--- src/rtl/t1oof_pkg.sv ---
package t1oof_pkg;

  // Control byte layout: the field order is the order the search logic decodes.
  typedef struct packed {
    logic       rsvd;          // bit 7
    logic       oof_only;      // bit 6: 1 = carrier loss does not trigger
    logic [1:0] win_sel;       // bits 5:4
    logic       crit;          // bit 3
    logic       long_qual;     // bit 2
    logic       auto_off;      // bit 1: active-low auto-resync enable
    logic       sw_req;        // bit 0
  } ctrl_t;

  // Window depth from the select code; codes 2 and 3 share the widest depth.
  function automatic int unsigned win_depth(input logic [1:0] sel,
                                            input int unsigned base);
    case (sel)
      2'd0:    return base;
      2'd1:    return base + 1;
      default: return base + 2;
    endcase
  endfunction

endpackage

--- src/rtl/t1oof_err_window.sv ---
module t1oof_err_window #(
  parameter int unsigned BASE_WIN = 4,
  parameter int unsigned ERR_LIM  = 2
) (
  input  logic       clk,
  input  logic       rst_n,
  input  logic       shift_en,
  input  logic       err_in,
  input  logic       clear,
  input  logic [1:0] win_sel,
  output logic       det
);
  import t1oof_pkg::*;

  localparam int unsigned WIN_MAX = BASE_WIN + 2;
  localparam int unsigned CNTW    = $clog2(WIN_MAX + 1);

  logic [WIN_MAX-1:0] hist_q;
  logic [WIN_MAX-1:0] hist_nx;
  logic [WIN_MAX-1:0] mask;
  logic [CNTW-1:0]    err_cnt;
  int unsigned        depth;

  assign hist_nx = {hist_q[WIN_MAX-2:0], err_in};
  assign depth   = win_depth(win_sel, BASE_WIN);

  for (genvar i = 0; i < WIN_MAX; i++) begin : g_mask
    assign mask[i] = (i < depth);
  end

  always_comb begin
    err_cnt = '0;
    for (int i = 0; i < WIN_MAX; i++) begin
      err_cnt = err_cnt + CNTW'(hist_nx[i] & mask[i]);
    end
  end

  assign det = shift_en && (err_cnt >= CNTW'(ERR_LIM));

  always_ff @(posedge clk) begin
    if (!rst_n)        hist_q <= '0;
    else if (clear)    hist_q <= '0;
    else if (shift_en) hist_q <= hist_nx;
  end
endmodule

--- src/rtl/t1oof_trigger.sv ---
module t1oof_trigger (
  input  logic clk,
  input  logic rst_n,
  input  logic sw_req,
  input  logic auto_off,
  input  logic oof_only,
  input  logic carrier_loss,
  input  logic oof_det,
  output logic trig
);
  logic sw_q, cl_q;
  logic sw_edge, cl_edge, auto_trig;

  assign sw_edge   = sw_req & ~sw_q;
  assign cl_edge   = carrier_loss & ~cl_q;
  assign auto_trig = ~auto_off & (oof_det | (~oof_only & cl_edge));
  assign trig      = sw_edge | auto_trig;

  always_ff @(posedge clk) begin
    if (!rst_n) begin
      sw_q <= 1'b0;
      cl_q <= 1'b0;
    end else begin
      sw_q <= sw_req;
      cl_q <= carrier_loss;
    end
  end
endmodule

--- src/rtl/t1oof_qualifier.sv ---
module t1oof_qualifier #(
  parameter int unsigned SHORT_Q = 10,
  parameter int unsigned LONG_Q  = 24
) (
  input  logic clk,
  input  logic rst_n,
  input  logic start,
  input  logic oof_det,
  input  logic long_sel,
  input  logic cand_valid,
  input  logic cand_match,
  output logic oof,
  output logic in_sync,
  output logic resync_start,
  output logic qualified
);
  localparam int unsigned QW = $clog2(LONG_Q + 1);

  logic          srch_q;
  logic [QW-1:0] cnt_q;
  logic [QW-1:0] cnt_nx;
  logic [QW-1:0] target;

  assign target    = long_sel ? QW'(LONG_Q) : QW'(SHORT_Q);
  assign cnt_nx    = cnt_q + 1'b1;
  assign qualified = ~start & srch_q & cand_valid & cand_match & (cnt_nx == target);

  always_ff @(posedge clk) begin
    if (!rst_n) begin
      oof          <= 1'b1;
      in_sync      <= 1'b0;
      srch_q       <= 1'b0;
      cnt_q        <= '0;
      resync_start <= 1'b0;
    end else begin
      resync_start <= start;
      if (start) begin
        oof     <= 1'b1;
        in_sync <= 1'b0;
        srch_q  <= 1'b1;
        cnt_q   <= '0;
      end else begin
        if (oof_det) begin
          oof     <= 1'b1;
          in_sync <= 1'b0;
        end
        if (srch_q && cand_valid) begin
          if (!cand_match) begin
            cnt_q <= '0;
          end else if (qualified) begin
            srch_q  <= 1'b0;
            oof     <= 1'b0;
            in_sync <= 1'b1;
            cnt_q   <= '0;
          end else begin
            cnt_q <= cnt_nx;
          end
        end
      end
    end
  end
endmodule

--- src/rtl/t1_oof_monitor.sv ---
module t1_oof_monitor #(
  parameter int unsigned BASE_WIN = 4,
  parameter int unsigned ERR_LIM  = 2,
  parameter int unsigned SHORT_Q  = 10,
  parameter int unsigned LONG_Q   = 24
) (
  input  logic       clk,
  input  logic       rst_n,
  input  logic [7:0] ctrl_byte,
  input  logic       fbit_valid,
  input  logic       fbit_err,
  input  logic       carrier_loss,
  input  logic       cand_valid,
  input  logic       cand_match,
  output logic       oof,
  output logic       resync_start,
  output logic       in_sync,
  output logic       search_crit
);
  import t1oof_pkg::*;

  ctrl_t cfg;
  logic  oof_det, trig, qualified;

  assign cfg         = ctrl_t'(ctrl_byte);
  assign search_crit = cfg.crit;

  t1oof_err_window #(.BASE_WIN(BASE_WIN), .ERR_LIM(ERR_LIM)) u_win (
    .clk      (clk),
    .rst_n    (rst_n),
    .shift_en (fbit_valid & ~oof),
    .err_in   (fbit_err),
    .clear    (trig | qualified),
    .win_sel  (cfg.win_sel),
    .det      (oof_det)
  );

  t1oof_trigger u_trig (
    .clk          (clk),
    .rst_n        (rst_n),
    .sw_req       (cfg.sw_req),
    .auto_off     (cfg.auto_off),
    .oof_only     (cfg.oof_only),
    .carrier_loss (carrier_loss),
    .oof_det      (oof_det),
    .trig         (trig)
  );

  t1oof_qualifier #(.SHORT_Q(SHORT_Q), .LONG_Q(LONG_Q)) u_qual (
    .clk          (clk),
    .rst_n        (rst_n),
    .start        (trig),
    .oof_det      (oof_det),
    .long_sel     (cfg.long_qual),
    .cand_valid   (cand_valid),
    .cand_match   (cand_match),
    .oof          (oof),
    .in_sync      (in_sync),
    .resync_start (resync_start),
    .qualified    (qualified)
  );
endmodule

--- config.mk ---
export PLATFORM = sky130hd
export DESIGN_NAME = t1_oof_monitor
export DESIGN_NICKNAME = d
export VERILOG_FILES = /design/src/rtl/t1oof_pkg.sv /design/src/rtl/t1oof_err_window.sv /design/src/rtl/t1oof_trigger.sv /design/src/rtl/t1oof_qualifier.sv /design/src/rtl/t1_oof_monitor.sv
export SDC_FILE = /design/constraint.sdc
export NUM_CORES = 1
export LEC_CHECK = 0
export BUFFER_PORTS_ARGS = -buffer_cell sky130_fd_sc_hd__buf_2
export CORE_MARGIN = 4
export CORE_UTILIZATION = 50
export DETAILED_ROUTE_END_ITERATION = 10
export PLACE_DENSITY = 0.74
export SKIP_CTS_REPAIR_TIMING = 1
export SLEW_MARGIN = 20
export SYNTH_ARGS = -nofsm -noshare
export SYNTH_HDL_FRONTEND = slang
export SYNTH_SLANG_ARGS = --single-unit
--- constraint.sdc ---
create_clock -name clk -period 8.46 [get_ports clk]
set_input_delay 0 -clock clk [delete_from_list [all_inputs] [get_ports clk]]
set_output_delay 0 -clock clk [all_outputs]
set_load 0.03 [all_outputs]
# ---- Word level (Yosys, flattened, before mapping)
# Index checks and enable logic that the tools add are counted.
dict set report word_totals {
  regBits 16
  wordCells 73
}
dict set report op_classes {
  addsub 6
  magnitude_cmp 7
  n_eq_ne 2
  mux 16
  n_bitwise 25
  n_reduce_logical 9
}
# operator n
set op_table {}
lappend op_table {{3-bit adder} 5}
lappend op_table {{1-bit AND} 15}
lappend op_table {{5-bit 2-to-1 mux} 3}
lappend op_table {{1-bit 2-to-1 mux} 12}
lappend op_table {{1-bit inverter} 7}
lappend op_table {{1-bit by 3-bit < comparator with 1-bit output, first input constant} 2}
lappend op_table {{2-bit by 3-bit < comparator with 1-bit output, first input constant} 2}
lappend op_table {{3-bit < comparator, first input constant} 2}
lappend op_table {{2-bit nonzero test} 3}
lappend op_table {{5-bit by 1-bit adder with 5-bit output, second input constant} 1}
lappend op_table {{5-bit == test} 1}
lappend op_table {{2-bit case mux with 2 select lines} 1}
lappend op_table {{2-bit OR reduction} 2}
lappend op_table {{3-bit by 2-bit greater-or-equal comparator with 1-bit output, second input constant} 1}
lappend op_table {{1-bit bitwise OR} 3}
lappend op_table {{3-bit AND reduction} 1}
lappend op_table {{2-bit by 1-bit == test with 1-bit output, second input constant} 1}
lappend op_table {{1-bit logical AND} 2}
lappend op_table {{2-bit logical NOT} 1}

# ---- Logic depth before layout (Yosys ltp)
dict set report depth {
  word_depth 23
  ltp_mapped 11
}

# ---- Cells and area by module
# Synthesis repeated with hierarchy kept, for this count alone.
dict set report hier_totals {
  cells_unflattened 87
  hier_area_um2 845.8
}
# mod n_inst cells_each area_each_um2 seq_area_each_um2
set modules_own_cells {}
lappend modules_own_cells {t1oof_qualifier 1 50 470.5 180.2}
lappend modules_own_cells {t1oof_err_window 1 26 276.5 100.1}
lappend modules_own_cells {t1oof_trigger 1 8 78.8 40.0}
lappend modules_own_cells {t1_oof_monitor 1 3 20.0 0.0}

# ---- Worst setup path before layout
# Ideal clock, no wire load.
dict set report synth_path {
  path_kind {register to register}
  from {register u_win.hist_q[3]}
  to {register u_win.hist_q[0]}
  setup_ns 0.129
  arrival_time_ns 2.572
  required_ns 8.331
  slack_ns 5.759
  stages_incl_launch_ff 12
  path_buffers 1
  period_less_slack_ns 2.701
  cell_sequence {dfxtp_1 -> o21a_1 -> fa_1 -> inv_1 -> fa_1 -> nand2b_1 -> fa_1 -> nand2_1 -> nand2_1 -> o211ai_1 -> buf_2 -> nor3_1}
}
dict set report synth_between {
  elab_chain_len 15
}
# element line_no
set synth_lines {}
lappend synth_lines {{from (decl)} t1oof_err_window.sv:18} ;# logic [WIN_MAX-1:0] hist_q;
lappend synth_lines {{from (signal assigned)} t1oof_err_window.sv:43} ;# else if (shift_en) hist_q <= hist_nx;
lappend synth_lines {{1-bit AND (*)} t1oof_err_window.sv:34} ;# err_cnt = err_cnt + CNTW'(hist_nx[i] & mask[i]);
lappend synth_lines {{3-bit adder (*) (2 in a row)} t1oof_err_window.sv:34}
lappend synth_lines {{3-bit by 2-bit greater-or-equal comparator with 1-bit output (*)} t1oof_err_window.sv:38} ;# assign det = shift_en && (err_cnt >= CNTW'(ERR_LIM));
lappend synth_lines {{1-bit logical AND (*)} t1oof_err_window.sv:38}
lappend synth_lines {{1-bit bitwise OR (*)} t1oof_trigger.sv:16} ;# assign auto_trig = ~auto_off & (oof_det | (~oof_only & cl_edge));
lappend synth_lines {{1-bit AND (*)} t1oof_trigger.sv:16}
lappend synth_lines {{1-bit bitwise OR (*)} t1oof_trigger.sv:17} ;# assign trig = sw_edge | auto_trig;
lappend synth_lines {{1-bit inverter} t1oof_qualifier.sv:26} ;# assign qualified = ~start & srch_q & cand_valid & cand_match & (cnt_nx == target);
lappend synth_lines {{1-bit AND (4 in a row)} t1oof_qualifier.sv:26}
lappend synth_lines {{1-bit bitwise OR (*)} t1_oof_monitor.sv:33} ;# .clear (trig | qualified),
lappend synth_lines {{2-bit OR reduction (no source line) (*)} -}
# Mark *: on every way between the ends. The rest lies on a longest branch, timed or not.
# A chain may end at the register's enable or synchronous reset.

# ---- Worst setup path in the final report
dict set report layout_path {
  from {register u_win.hist_q[3]}
  to {register u_qual.cnt_q[1]}
}
dict set report layout_between {
  elab_chain_len 15
  elab_cells_between_ends 16
  classes_between {add/sub: 2; order compare: 1; mux: 2; bitwise: 9; reduce/logical: 2}
}
# element line_no
set layout_lines {}
lappend layout_lines {{1-bit AND (*)} t1oof_err_window.sv:34}
lappend layout_lines {{3-bit adder (*) (2 in a row)} t1oof_err_window.sv:34}
lappend layout_lines {{3-bit by 2-bit greater-or-equal comparator with 1-bit output (*)} t1oof_err_window.sv:38}
lappend layout_lines {{1-bit logical AND (*)} t1oof_err_window.sv:38}
lappend layout_lines {{1-bit bitwise OR (*)} t1oof_trigger.sv:16}
lappend layout_lines {{1-bit AND (*)} t1oof_trigger.sv:16}
lappend layout_lines {{1-bit bitwise OR (*)} t1oof_trigger.sv:17}
lappend layout_lines {{1-bit inverter} t1oof_qualifier.sv:26}
lappend layout_lines {{1-bit AND (4 in a row)} t1oof_qualifier.sv:26}
lappend layout_lines {{5-bit 2-to-1 mux} t1oof_qualifier.sv:50} ;# end else if (qualified) begin
lappend layout_lines {{5-bit 2-to-1 mux} t1oof_qualifier.sv:48} ;# if (!cand_match) begin
lappend layout_lines {{to (signal assigned)} t1oof_qualifier.sv:56} ;# cnt_q <= cnt_nx;
lappend layout_lines {{to (decl)} t1oof_qualifier.sv:20} ;# logic [QW-1:0] cnt_q;
# Marked as above.

==> results.json <==
{
  "tritoncts": "done",
  "synthMuxAreaShare_pct": 6.78,
  "worst_hold_slack_ns": -0.0128,
  "status": "complete, but fails checks",
  "core-area_sq_um": 1590,
  "clock_latency_ns": 0.29,
  "peakVddDrop_uv": 118,
  "final_cell_mix": "dfxtp_1, buf_2, nand2_1, nor2_1",
  "postSynthAreaPerCell_sq_um": 9.13,
  "slew_viol_final": 0,
  "synth_top_family_by_area": "simple AND/OR/NAND/NOR gates",
  "nNetsFinal": 136,
  "final_common_cell": "dfxtp_1",
  "final.setup_skew_ns": 0.000741,
  "grt_max_degree": 13,
  "path_max_fanout": 12,
  "tightest_slew_ns": 0.928,
  "synthFlopType": "dfxtp_1",
  "cp.arrival_ns": 3.54,
  "cts_made_buffers": 3,
  "rrSetupSlack_ns": 5.07,
  "num_vias": 783,
  "cts_buffer_depth": 2,
  "fillers": 135,
  "htreeDepth": 1,
  "drive_gt1_share_pct": 20.7,
  "portBuffers": 15,
  "syn-num-nets": 116,
  "hold_path.class": "input pin to flop",
  "tns_ns": 0,
  "grt_pass1_wl_um": 3210,
  "ant_nets": 0,
  "power.leakage_nw": 0.394,
  "clkSlewWorstSetupHoldPaths_ns": 0.10,
  "die_y_um": 50.1,
  "async_flop_share_pct": 0,
  "globalRoute.totalOverflow": 0,
  "yosysSeqAreaShare_pct": 36.2,
  "grt_setup_unrepaired": "false",
  "critPathTopFamily": "adder cells",
  "die_w_um": 50.1,
  "grt_pass1_vias": 708,
  "critPathBufInv": 1,
  "ys_ff_latch": 16,
  "yosys.area_share.adder_pct": 8.19,
  "violations": "negative hold slack",
  "synth_edf_count": 0,
  "synth-xor-area-share_pct": 0.989,
  "areaGrowthSynthToFinish_pct": 17.4,
  "hold_violations": 1,
  "power_density_nw_per_um2": 138,
  "synth_area_sq_um": 886,
  "maxCapViolCount": 0,
  "worstSetupEndpointType": "flop",
  "hpwl_um": 1420,
  "synth_cells": 97,
  "viasPerCell": 5.59,
  "synth-simple-area-share_pct": 26.6,
  "slew_headroom_pct": 37.9,
  "yosys_warnings": 0,
  "fin_crit_sh_pct": 40.1,
  "crit_slowest_cell": "o211ai_1",
  "finalSetupViolCount": 0,
  "grtUsageTotal_pct": 17.0,
  "grt_antenna_before_repair": 0,
  "cp_slowest_stage_delay_ns": 0.78,
  "place.gp.congestion": 0.829,
  "period_needed_ns": 3.39,
  "dr.pass1.iters": 4,
  "num_rows": 14,
  "initial_utilization_pct": 55.6,
  "antenna_cells": 0,
  "cp-start-kind": "flop",
  "synth-compound-area-share_pct": 17.2,
  "fp.dieArea_sq_um": 2510,
  "worstPathRequired_ns": 8.61,
  "boundaryPins": 19,
  "wl_um": 1880,
  "cpMostUsedCell": "fa_1",
  "wl_per_cell_um": 13.4,
  "path_cells": "o21a_1 > fa_1 > inv_1 > fa_1 > nand2b_1 > fa_1 > nand2_1 > nand2_1 > o211ai_1 > o22ai_1",
  "root_buffer": "clkbuf_4",
  "drc": 0,
  "worstSetupPathType": "flop to flop",
  "p_total_uw": 143,
  "synth_cell_types": 39,
  "cts_sinks": 16,
  "drtIter0Drc": 16,
  "fmax_ghz": 0.295
}
flip-flops by register name, summed over array words and instances (netlist names):
name,count
u_qual.cnt_q,5
u_win.hist_q,5
u_qual.in_sync,1
u_qual.oof,1
u_qual.resync_start,1
u_qual.srch_q,1
u_trig.cl_q,1
u_trig.sw_q,1
per-stage QoR:
| stage | instance area, sq um | setup slack [ns] | instances | utilization, % | hold slack [ns] |
|---|---|---|---|---|---|
| global route | 1040 | 4.82 | 140 | 65.2 | 0.0000478 |
| global placement | 973 | 5.17 | 133 | 61.1 | 0.000354 |
| detailed placement | 973 | 5.12 | 133 | 61.1 | 0.000354 |
| finish | 1040 | 5.07 | 140 | 65.2 | -0.0128 |
| CTS | 1010 | 5.10 | 137 | 63.3 | -0.0883 |
| floorplan | 886 | 5.76 | 97 | - | 0.117 |
worst min-delay path, cell delays in order:
cell	delay [ns]
buf_2	0.09
a21oi_1	0.05
o21bai_1	0.11
synthesized netlist by cell type (all sizes together) (2+ instances only):
master  instances  share of area (%)
nor2            7                3.0
buf             3                2.0
a211oi          2                3.1
dfxtp          16                 36
nand3           3                1.7
nor3b           3                2.5
o21ai           3                1.7
a21oi           6                3.4
nor3            6                3.4
and3            3                2.3
fa              3                6.8
and2            4                2.8
mux2i           6                6.8
nand2           7                3.0
inv             5                2.1
layer usage:
metal / part of all wire, % / global-route usage, % / vias to the layer above
li1: - / - / 385
met4: 1.1 / 5.53 / 0
met2: 48 / 25.2 / 20
met3: 5.8 / 4.52 / 4
met5: 0 / 0 / -
met1: 45 / 23.7 / 374
report_power, final:
part	switching, mW	internal (mW)	total, mW
clock network	0.0257	0.0262	0.0519
logic	0.00731	0.00584	0.0132
registers	0.00118	0.0768	0.0779
total	0.0342	0.109	0.143
worst paths after layout:
kind                             endpoint  cells after the start                    startpoint
min                 u_qual.oof$_SDFF_PP1_                      3                    fbit_valid
max          u_qual.cnt_q[1]$_SDFFE_PP0P_                     10  u_win.hist_q[3]$_SDFFE_PP0P_
min reg2reg     u_qual.in_sync$_SDFF_PP0_                      2     u_qual.in_sync$_SDFF_PP0_
max reg2reg  u_qual.cnt_q[1]$_SDFFE_PP0P_                     10  u_win.hist_q[3]$_SDFFE_PP0P_
layout make-up:
cell class	instances	area (sq um)	share of cell area (%)
sequential	16	320	30.8
clock buffer	4	36.3	3.49
inverter	5	18.8	1.81
multi-input combinational	73	529	50.9
tap	24	30.0	2.89
timing repair buffer	18	105	10.1
logic make-up (layout without fill, tap and decap cells):
family	count (synthesis)	in the layout
XOR/XNOR	1	1
flip-flops	16	16
buffers and inverters	8	27
multiplexers	6	6
AND/OR/NAND/NOR	42	42
adder cells (fa/ha/maj)	4	4
AO/OA/AOI/OAI	20	20
(Power assumes the default switching activity.)
